==> src/rtl/kbc_pkg.sv <==
package kbc_pkg;
  localparam int unsigned BYTE_W = 8;
  typedef logic [BYTE_W-1:0] byte_t;

  // reply byte sources
  typedef enum logic [2:0] {
    SRC_ZERO = 3'd0,
    SRC_MODE = 3'd1,
    SRC_PORT = 3'd2,
    SRC_TEST = 3'd3,
    SRC_DATA = 3'd4
  } push_src_e;

  // control to datapath strobes
  typedef struct packed {
    logic      modeLoad;
    logic      outLoad;
    byte_t     modeSet;
    byte_t     modeClr;
    logic      a20On;
    logic      a20Off;
    logic      selfTest;
    logic      resetReq;
    logic      push;
    logic      pushAux;
    push_src_e src;
    logic      devWr;
    logic      devAux;
  } kbc_strobe_t;

  localparam byte_t MODE_RST  = 8'h03;
  localparam byte_t STAT_RST  = 8'h18;
  localparam byte_t PORT_RST  = 8'h03;
  localparam byte_t TEST_OK   = 8'h55;
  localparam byte_t KB_OFF_M  = 8'h10;
  localparam byte_t AUX_OFF_M = 8'h20;

  // immediate commands
  localparam byte_t OP_RD_MODE  = 8'h20;
  localparam byte_t OP_AUX_OFF  = 8'hA7;
  localparam byte_t OP_AUX_ON   = 8'hA8;
  localparam byte_t OP_AUX_CHK  = 8'hA9;
  localparam byte_t OP_SELF     = 8'hAA;
  localparam byte_t OP_KB_CHK   = 8'hAB;
  localparam byte_t OP_KB_OFF   = 8'hAD;
  localparam byte_t OP_KB_ON    = 8'hAE;
  localparam byte_t OP_RD_IN    = 8'hC0;
  localparam byte_t OP_RD_PORT  = 8'hD0;
  localparam byte_t OP_A20_OFF  = 8'hDD;
  localparam byte_t OP_A20_ON   = 8'hDF;
  localparam byte_t OP_PULSE_RS = 8'hFE;
  localparam byte_t OP_PULSE_NO = 8'hFF;
  // argument-taking commands
  localparam byte_t ARG_MODE    = 8'h60;
  localparam byte_t ARG_PORT    = 8'hD1;
  localparam byte_t ARG_KBUF    = 8'hD2;
  localparam byte_t ARG_ABUF    = 8'hD3;
  localparam byte_t ARG_ADEV    = 8'hD4;
endpackage

==> src/rtl/kbc_decode.sv <==
module kbc_decode
  import kbc_pkg::*;
(
  input  logic        clk,
  input  logic        rstN,
  input  logic        wrEn,
  input  logic        wrSel,
  input  byte_t       wrData,
  output kbc_strobe_t strb
);
  byte_t pendCmd;
  byte_t foldCmd;
  logic  cmdWr, dataWr, armCmd;

  assign cmdWr  = wrEn && wrSel;
  assign dataWr = wrEn && !wrSel;

  // pulse family folds to reset or no-op
  always_comb begin
    if (wrData[BYTE_W-1 -: 4] == 4'hF) foldCmd = wrData[0] ? OP_PULSE_NO : OP_PULSE_RS;
    else                               foldCmd = wrData;
  end

  assign armCmd = (foldCmd == ARG_MODE) || (foldCmd == ARG_PORT) || (foldCmd == ARG_KBUF) ||
                  (foldCmd == ARG_ABUF) || (foldCmd == ARG_ADEV);

  always_ff @(posedge clk) begin
    if (!rstN)                 pendCmd <= '0;
    else if (cmdWr && armCmd)  pendCmd <= foldCmd;
    else if (dataWr)           pendCmd <= '0;
  end

  always_comb begin
    strb = '0;
    if (cmdWr) begin
      case (foldCmd)
        OP_RD_MODE: begin strb.push = 1'b1; strb.src = SRC_MODE; end
        OP_RD_PORT: begin strb.push = 1'b1; strb.src = SRC_PORT; end
        OP_AUX_CHK, OP_KB_CHK, OP_RD_IN: begin strb.push = 1'b1; strb.src = SRC_ZERO; end
        OP_SELF:    begin strb.selfTest = 1'b1; strb.push = 1'b1; strb.src = SRC_TEST; end
        OP_AUX_OFF: strb.modeSet = AUX_OFF_M;
        OP_AUX_ON:  strb.modeClr = AUX_OFF_M;
        OP_KB_OFF:  strb.modeSet = KB_OFF_M;
        OP_KB_ON:   strb.modeClr = KB_OFF_M;
        OP_A20_ON:  strb.a20On = 1'b1;
        OP_A20_OFF: strb.a20Off = 1'b1;
        OP_PULSE_RS: strb.resetReq = 1'b1;
        default: ;
      endcase
    end else if (dataWr) begin
      case (pendCmd)
        8'h00:    begin strb.devWr = 1'b1; strb.devAux = 1'b0; end
        ARG_MODE: strb.modeLoad = 1'b1;
        ARG_PORT: strb.outLoad = 1'b1;
        ARG_KBUF: begin strb.push = 1'b1; strb.src = SRC_DATA; end
        ARG_ABUF: begin strb.push = 1'b1; strb.pushAux = 1'b1; strb.src = SRC_DATA; end
        ARG_ADEV: begin strb.devWr = 1'b1; strb.devAux = 1'b1; end
        default: ;
      endcase
    end
  end

  // the pending command is consumed by a data write
  assert_latch_clear_R3: assert property (@(posedge clk) disable iff (!rstN)
    dataWr |=> (pendCmd == '0));
endmodule

==> src/rtl/kbc_regs.sv <==
module kbc_regs
  import kbc_pkg::*;
(
  input  logic        clk,
  input  logic        rstN,
  input  kbc_strobe_t strb,
  input  byte_t       wrData,
  input  logic        kbdAvail,
  input  logic        auxAvail,
  output byte_t       statusByte,
  output logic        pushValid,
  output logic        pushAux,
  output byte_t       pushData,
  output logic        devWrValid,
  output logic        devWrAux,
  output byte_t       devWrData,
  output logic        a20Gate,
  output logic        sysResetReq,
  output logic        xlatEn,
  output logic        irqKbd,
  output logic        irqAux
);
  byte_t      modeReg;
  logic [1:0] portHi;
  logic [3:0] portLo;
  logic       selfFlag;
  logic       anyAvail, auxOnly;
  byte_t      portView;

  assign anyAvail = kbdAvail || auxAvail;
  assign auxOnly  = auxAvail && !kbdAvail;
  assign portView = {portHi, auxOnly, anyAvail, portLo};

  always_ff @(posedge clk) begin
    if (!rstN) begin
      modeReg  <= MODE_RST;
      portHi   <= PORT_RST[7:6];
      portLo   <= PORT_RST[3:0];
      selfFlag <= STAT_RST[2];
    end else begin
      if (strb.modeLoad) modeReg <= wrData;
      else               modeReg <= (modeReg | strb.modeSet) & ~strb.modeClr;
      if (strb.outLoad) begin
        portHi <= wrData[7:6];
        portLo <= wrData[3:0];
      end else if (strb.a20On)  portLo[1] <= 1'b1;
      else if (strb.a20Off)     portLo[1] <= 1'b0;
      if (strb.selfTest) selfFlag <= 1'b1;
    end
  end

  // one-cycle outputs
  always_ff @(posedge clk) begin
    if (!rstN) begin
      pushValid   <= 1'b0;
      pushAux     <= 1'b0;
      pushData    <= '0;
      devWrValid  <= 1'b0;
      devWrAux    <= 1'b0;
      devWrData   <= '0;
      sysResetReq <= 1'b0;
    end else begin
      pushValid   <= strb.push;
      pushAux     <= strb.pushAux;
      devWrValid  <= strb.devWr;
      devWrAux    <= strb.devAux;
      devWrData   <= wrData;
      sysResetReq <= strb.resetReq || (strb.outLoad && !wrData[0]);
      case (strb.src)
        SRC_MODE: pushData <= modeReg;
        SRC_PORT: pushData <= portView;
        SRC_TEST: pushData <= TEST_OK;
        SRC_DATA: pushData <= wrData;
        default:  pushData <= '0;
      endcase
    end
  end

  assign statusByte = {STAT_RST[7:6], auxOnly, STAT_RST[4:3], selfFlag, STAT_RST[1], anyAvail};
  assign a20Gate    = portLo[1];
  assign xlatEn     = modeReg[6];
  assign irqKbd     = kbdAvail && modeReg[0] && !modeReg[4];
  assign irqAux     = auxOnly && modeReg[1];

  assert_rst_cause_R2: assert property (@(posedge clk) disable iff (!rstN)
    sysResetReq |-> $past(strb.resetReq || (strb.outLoad && !wrData[0])));
  assert_one_sink_R5: assert property (@(posedge clk) disable iff (!rstN)
    $onehot0({pushValid, devWrValid}));
  assert_a20_up_R8: assert property (@(posedge clk) disable iff (!rstN)
    (strb.a20On && !strb.outLoad) |=> a20Gate);
  assert_xlat_R10: assert property (@(posedge clk) disable iff (!rstN)
    strb.modeLoad |=> (xlatEn == $past(wrData[6])));
endmodule

==> src/rtl/kbc_host_port.sv <==
module kbc_host_port
  import kbc_pkg::*;
(
  input  logic       clk,
  input  logic       rstN,
  input  logic       wrEn,
  input  logic       wrSel,
  input  logic [7:0] wrData,
  input  logic       kbdAvail,
  input  logic       auxAvail,
  output logic [7:0] statusByte,
  output logic       pushValid,
  output logic       pushAux,
  output logic [7:0] pushData,
  output logic       devWrValid,
  output logic       devWrAux,
  output logic [7:0] devWrData,
  output logic       a20Gate,
  output logic       sysResetReq,
  output logic       xlatEn,
  output logic       irqKbd,
  output logic       irqAux
);
  kbc_strobe_t strb;

  kbc_decode u_decode (
    .clk(clk), .rstN(rstN), .wrEn(wrEn), .wrSel(wrSel), .wrData(wrData), .strb(strb)
  );

  kbc_regs u_regs (
    .clk(clk), .rstN(rstN), .strb(strb), .wrData(wrData),
    .kbdAvail(kbdAvail), .auxAvail(auxAvail),
    .statusByte(statusByte), .pushValid(pushValid), .pushAux(pushAux), .pushData(pushData),
    .devWrValid(devWrValid), .devWrAux(devWrAux), .devWrData(devWrData),
    .a20Gate(a20Gate), .sysResetReq(sysResetReq), .xlatEn(xlatEn),
    .irqKbd(irqKbd), .irqAux(irqAux)
  );
endmodule

==> config.mk <==
export PLATFORM = sky130hd
export DESIGN_NAME = kbc_host_port
export DESIGN_NICKNAME = d
export VERILOG_FILES = /design/src/rtl/kbc_pkg.sv /design/src/rtl/kbc_decode.sv /design/src/rtl/kbc_regs.sv /design/src/rtl/kbc_host_port.sv
export SDC_FILE = /design/constraint.sdc
export NUM_CORES = 1
export LEC_CHECK = 0
export ABC_AREA = 1
export ABC_CLOCK_PERIOD_IN_PS = 1700
export BUFFER_PORTS_ARGS = -buffer_cell sky130_fd_sc_hd__buf_2
export CAP_MARGIN = 20
export CELL_PAD_IN_SITES_DETAIL_PLACEMENT = 1
export CELL_PAD_IN_SITES_GLOBAL_PLACEMENT = 1
export CORE_MARGIN = 2
export CORE_UTILIZATION = 38
export CTS_CLUSTER_SIZE = 14
export DETAILED_ROUTE_END_ITERATION = 7
export PLACE_DENSITY = 0.77
export RECOVER_POWER = 25
export SLEW_MARGIN = 30
export SYNTH_ARGS = -nofsm -noshare
export SYNTH_HDL_FRONTEND = slang
export SYNTH_SLANG_ARGS = --single-unit
==> constraint.sdc <==
create_clock -name clk -period 1.7 [get_ports clk]
set_input_delay 0.085 -clock clk [delete_from_list [all_inputs] [get_ports clk]]
set_output_delay 0.085 -clock clk [all_outputs]
set_load 0.02 [all_outputs]
==> out/results.ini <==
[global_route]
first_global_vias=1890
grt_pass1_wl_mm=9.45
grt_max_degree=28
grt_use_total_pct=20.1
grt_overflow=0
antenna_found_initial=0

[sta]
max_freq_mhz=656
period_minus_slack_ns=1.52
fin_crit_sh_pct=89.6
rsz0062_at_grt=false
finalSetupViolCount=0
whs_ns=0.00960
tns_ns=0
drv_slew=0
finalHoldViolCount=0
finClkSkew_ns=0.00825

[min_path]
hold_path_end=u_regs.devWrData[2]
hold_class=in -> reg
worstHoldStart=wrData[2]
hold_path_depth=3

[worst_setup_path]
crit_buf_inv=1
required_ns=1.93
cp_top_family=simple AND/OR/NAND/NOR gates
start_kind=register
rr_endpoint=u_regs.pushData[7]
critPathMaxStageDelay_ns=0.40
path_cells=nand2_1, nor3_1, buf_4, nand3_2, nand4_2, nand2_4, nor2_1
crit_path_end_kind=register
worstPathArrival_ns=1.76
r2r_slack_ns=0.18
cp_slowest_cell=dfxtp_1
reg2reg_from=u_decode.pendCmd[7]
crit_path_max_fanout=10
critPathKind=reg -> reg
r2r_cells=7

[clock_network]
clkTransAtPathRegs_ns=0.09
cts_hold_buf=0
numCtsBuffers=5
worstSkewPairLatency_ns=0.30
cts_buffer_depth=2
clock-sinks=44
clockRootBuffer=clkbuf_8
htree_num_levels=2
cts_setup_buffers=0
cts_tree=done

[logic_synthesis]
netlist_instances=272
synth_edf_count=0
synth_top_area_share_pct=43.1
avgSynthCellArea_um2=7.51
synthArstFlopShare_pct=0
synth-adder-area-share_pct=0
ys_seq_area_share_pct=43.1
synth_area_um2=2040
synthSimpleGateAreaFrac_pct=31.6
synth_xor_area_share_pct=0
synth_compound_area_share_pct=13.1
synthFlopType=dfxtp_1
ys_top_cells_by_area=dfxtp_1, nand2_1, inv_1
ys_types=32
synth_top_family_by_area=simple AND/OR/NAND/NOR gates
ys_ff_latch=44
synthMuxAreaShare_pct=0
ys_warn_count=0
yosysTopAreaCell=dfxtp_1

[floorplanning]
dieArea_um2=5980
start_util_pct=39.7
die_w_um=77.3
core_area_um2=5140
num_rows=26
die_y_um=77.3
ios=47

[power]
p_leak_nw=1.21
power.density_nw_per_um2=842
irDropWorstVdd_mv=0.528

[cells_and_area]
layout.nets=332
final_layout_size_suffix_gt1_share_pct=21.9
synthToLayoutAreaGrowth_pct=18.4
antenna-diode-count=0
fin_cells=389

[job]
cap_violations=0

[place]
io_buffers=41
place_inst=381
dp_hpwl_mm=4.21
gp_congestion=0.879

[detailed_routing]
wl_mm=5.66
vias_per_cell=4.98
dr.pass1.iters=4
postRouteAntennaNets=0
drtIter0Drc=142
drc_errors=0
num_vias=1938
post_drt_wl_per_cell_um=14.6

[status]
run_status=completed

## cell type report
type                       instances  area [um^2]
fill                             696         2720
multi-input combinational        176          935
sequential                        44          881
timing repair buffer              48          244
inverter                          43          163
tap                               70         87.6
clock buffer                       6         72.6
clock inverter                     2         35.0
## worst max path at each step
stage | start | end | slack [ns] | cells past startpoint
floorplan | u_decode.pendCmd[1] | u_regs.modeReg[1] | 0.37 | 7
global placement | u_decode.pendCmd[1] | u_regs.modeReg[6] | 0.18 | 7
detailed placement | wrData[4] | u_regs.pushData[7] | 0.19 | 10
CTS | u_decode.pendCmd[7] | u_regs.pushData[7] | 0.16 | 7
global route | u_decode.pendCmd[1] | u_regs.modeReg[3] | 0.02 | 7
finish | u_decode.pendCmd[7] | u_regs.pushData[7] | 0.18 | 7
## where the power goes
group          leakage, nW  internal [mW]  switching (mW)
Combinational        0.795         0.0512           0.141
Sequential           0.357           1.04         0.00304
Clock               0.0552          0.437           0.363
## stage by stage
| stage | util, % | cell area [um^2] | worst slack, ns | total power, mW |
|---|---|---|---|---|
| detailed placement | 45.1 | 2320 | 0.185 | 1.26 |
| floorplan | - | 2050 | 0.366 | 1.20 |
| global placement | 45.1 | 2320 | 0.183 | 1.26 |
| CTS | 47.2 | 2430 | 0.164 | 2.05 |
| finish | 47.0 | 2420 | 0.177 | 2.04 |
| global route | 47.0 | 2420 | 0.0178 | 2.11 |
## state kept, by name (all words and copies together), names as in the netlist
| register | count |
|---|---|
| u_regs.pushValid | 1 |
| u_regs.pushData | 8 |
| u_regs.pushAux | 1 |
| u_regs.portHi | 2 |
| u_regs.devWrAux | 1 |
| u_regs.devWrData | 8 |
| u_decode.pendCmd | 8 |
| u_regs.portLo | 4 |
| u_regs.devWrValid | 1 |
| u_regs.selfFlag | 1 |
| u_regs.sysResetReq | 1 |
| u_regs.modeReg | 8 |
## cell families (layout without fill, tap and decap cells)
logic type             after synthesis  in the layout
flip-flops                          44             44
other                                2              5
buffers and inverters               55             99
AO/OA/AOI/OAI                       48             48
AND/OR/NAND/NOR                    123            123
## layout by cell type, fill, tap and decap left out, types with 2 or more instances in the layout
cell type / Yosys / layout
a21oi_1: 17 / 17
buf_2: 1 / 30
buf_4: 9 / 7
clkbuf_1: 2 / 12
clkbuf_8: 0 / 5
clkinv_2: 1 / 2
conb_1: 2 / 5
dfxtp_1: 44 / 44
inv_1: 39 / 39
inv_2: 2 / 2
nand2_1: 42 / 42
nand2_2: 4 / 4
nand2_4: 4 / 4
nand3_1: 20 / 20
nand3_2: 4 / 4
nand3_4: 2 / 2
nand4_1: 4 / 4
nor2_1: 28 / 28
nor2_2: 4 / 4
nor3_1: 6 / 5
nor3_2: 1 / 2
o211ai_1: 3 / 3
o21ai_0: 16 / 16
o22ai_1: 8 / 8
## tightest hold or removal path, cell delays in order
cell     delay, ns
buf_2         0.11
nand2_1       0.05
inv_1         0.04
## layer usage
metal / vias up / share of wire (%) / global-route usage [%]
li1: 960 / - / -
met1: 916 / 49 / 27.6
met2: 55 / 44 / 31.2
met3: 7 / 5.8 / 4.47
met4: 0 / 1.1 / 6.79
met5: - / 0 / 0
## synthesized netlist by cell type (2+ instances only)
library cell,number
dfxtp_1,44
nand2_1,42
inv_1,39
nor2_1,28
nand3_1,20
a21oi_1,17
o21ai_0,16
buf_4,9
o22ai_1,8
nor3_1,6
nand2_2,4
nand2_4,4
nand3_2,4
nand4_1,4
nor2_2,4
o211ai_1,3
clkbuf_1,2
conb_1,2
inv_2,2
nand3_4,2
## what timing repair did
| item | in CTS | in global routing |
|---|---|---|
| setup endpoints to repair | 0 | 2 |
| gates resized for setup | 0 | 1 |
| hold endpoints to repair | 0 | 0 |
Note: power is estimated with default switching activity, not from simulation.
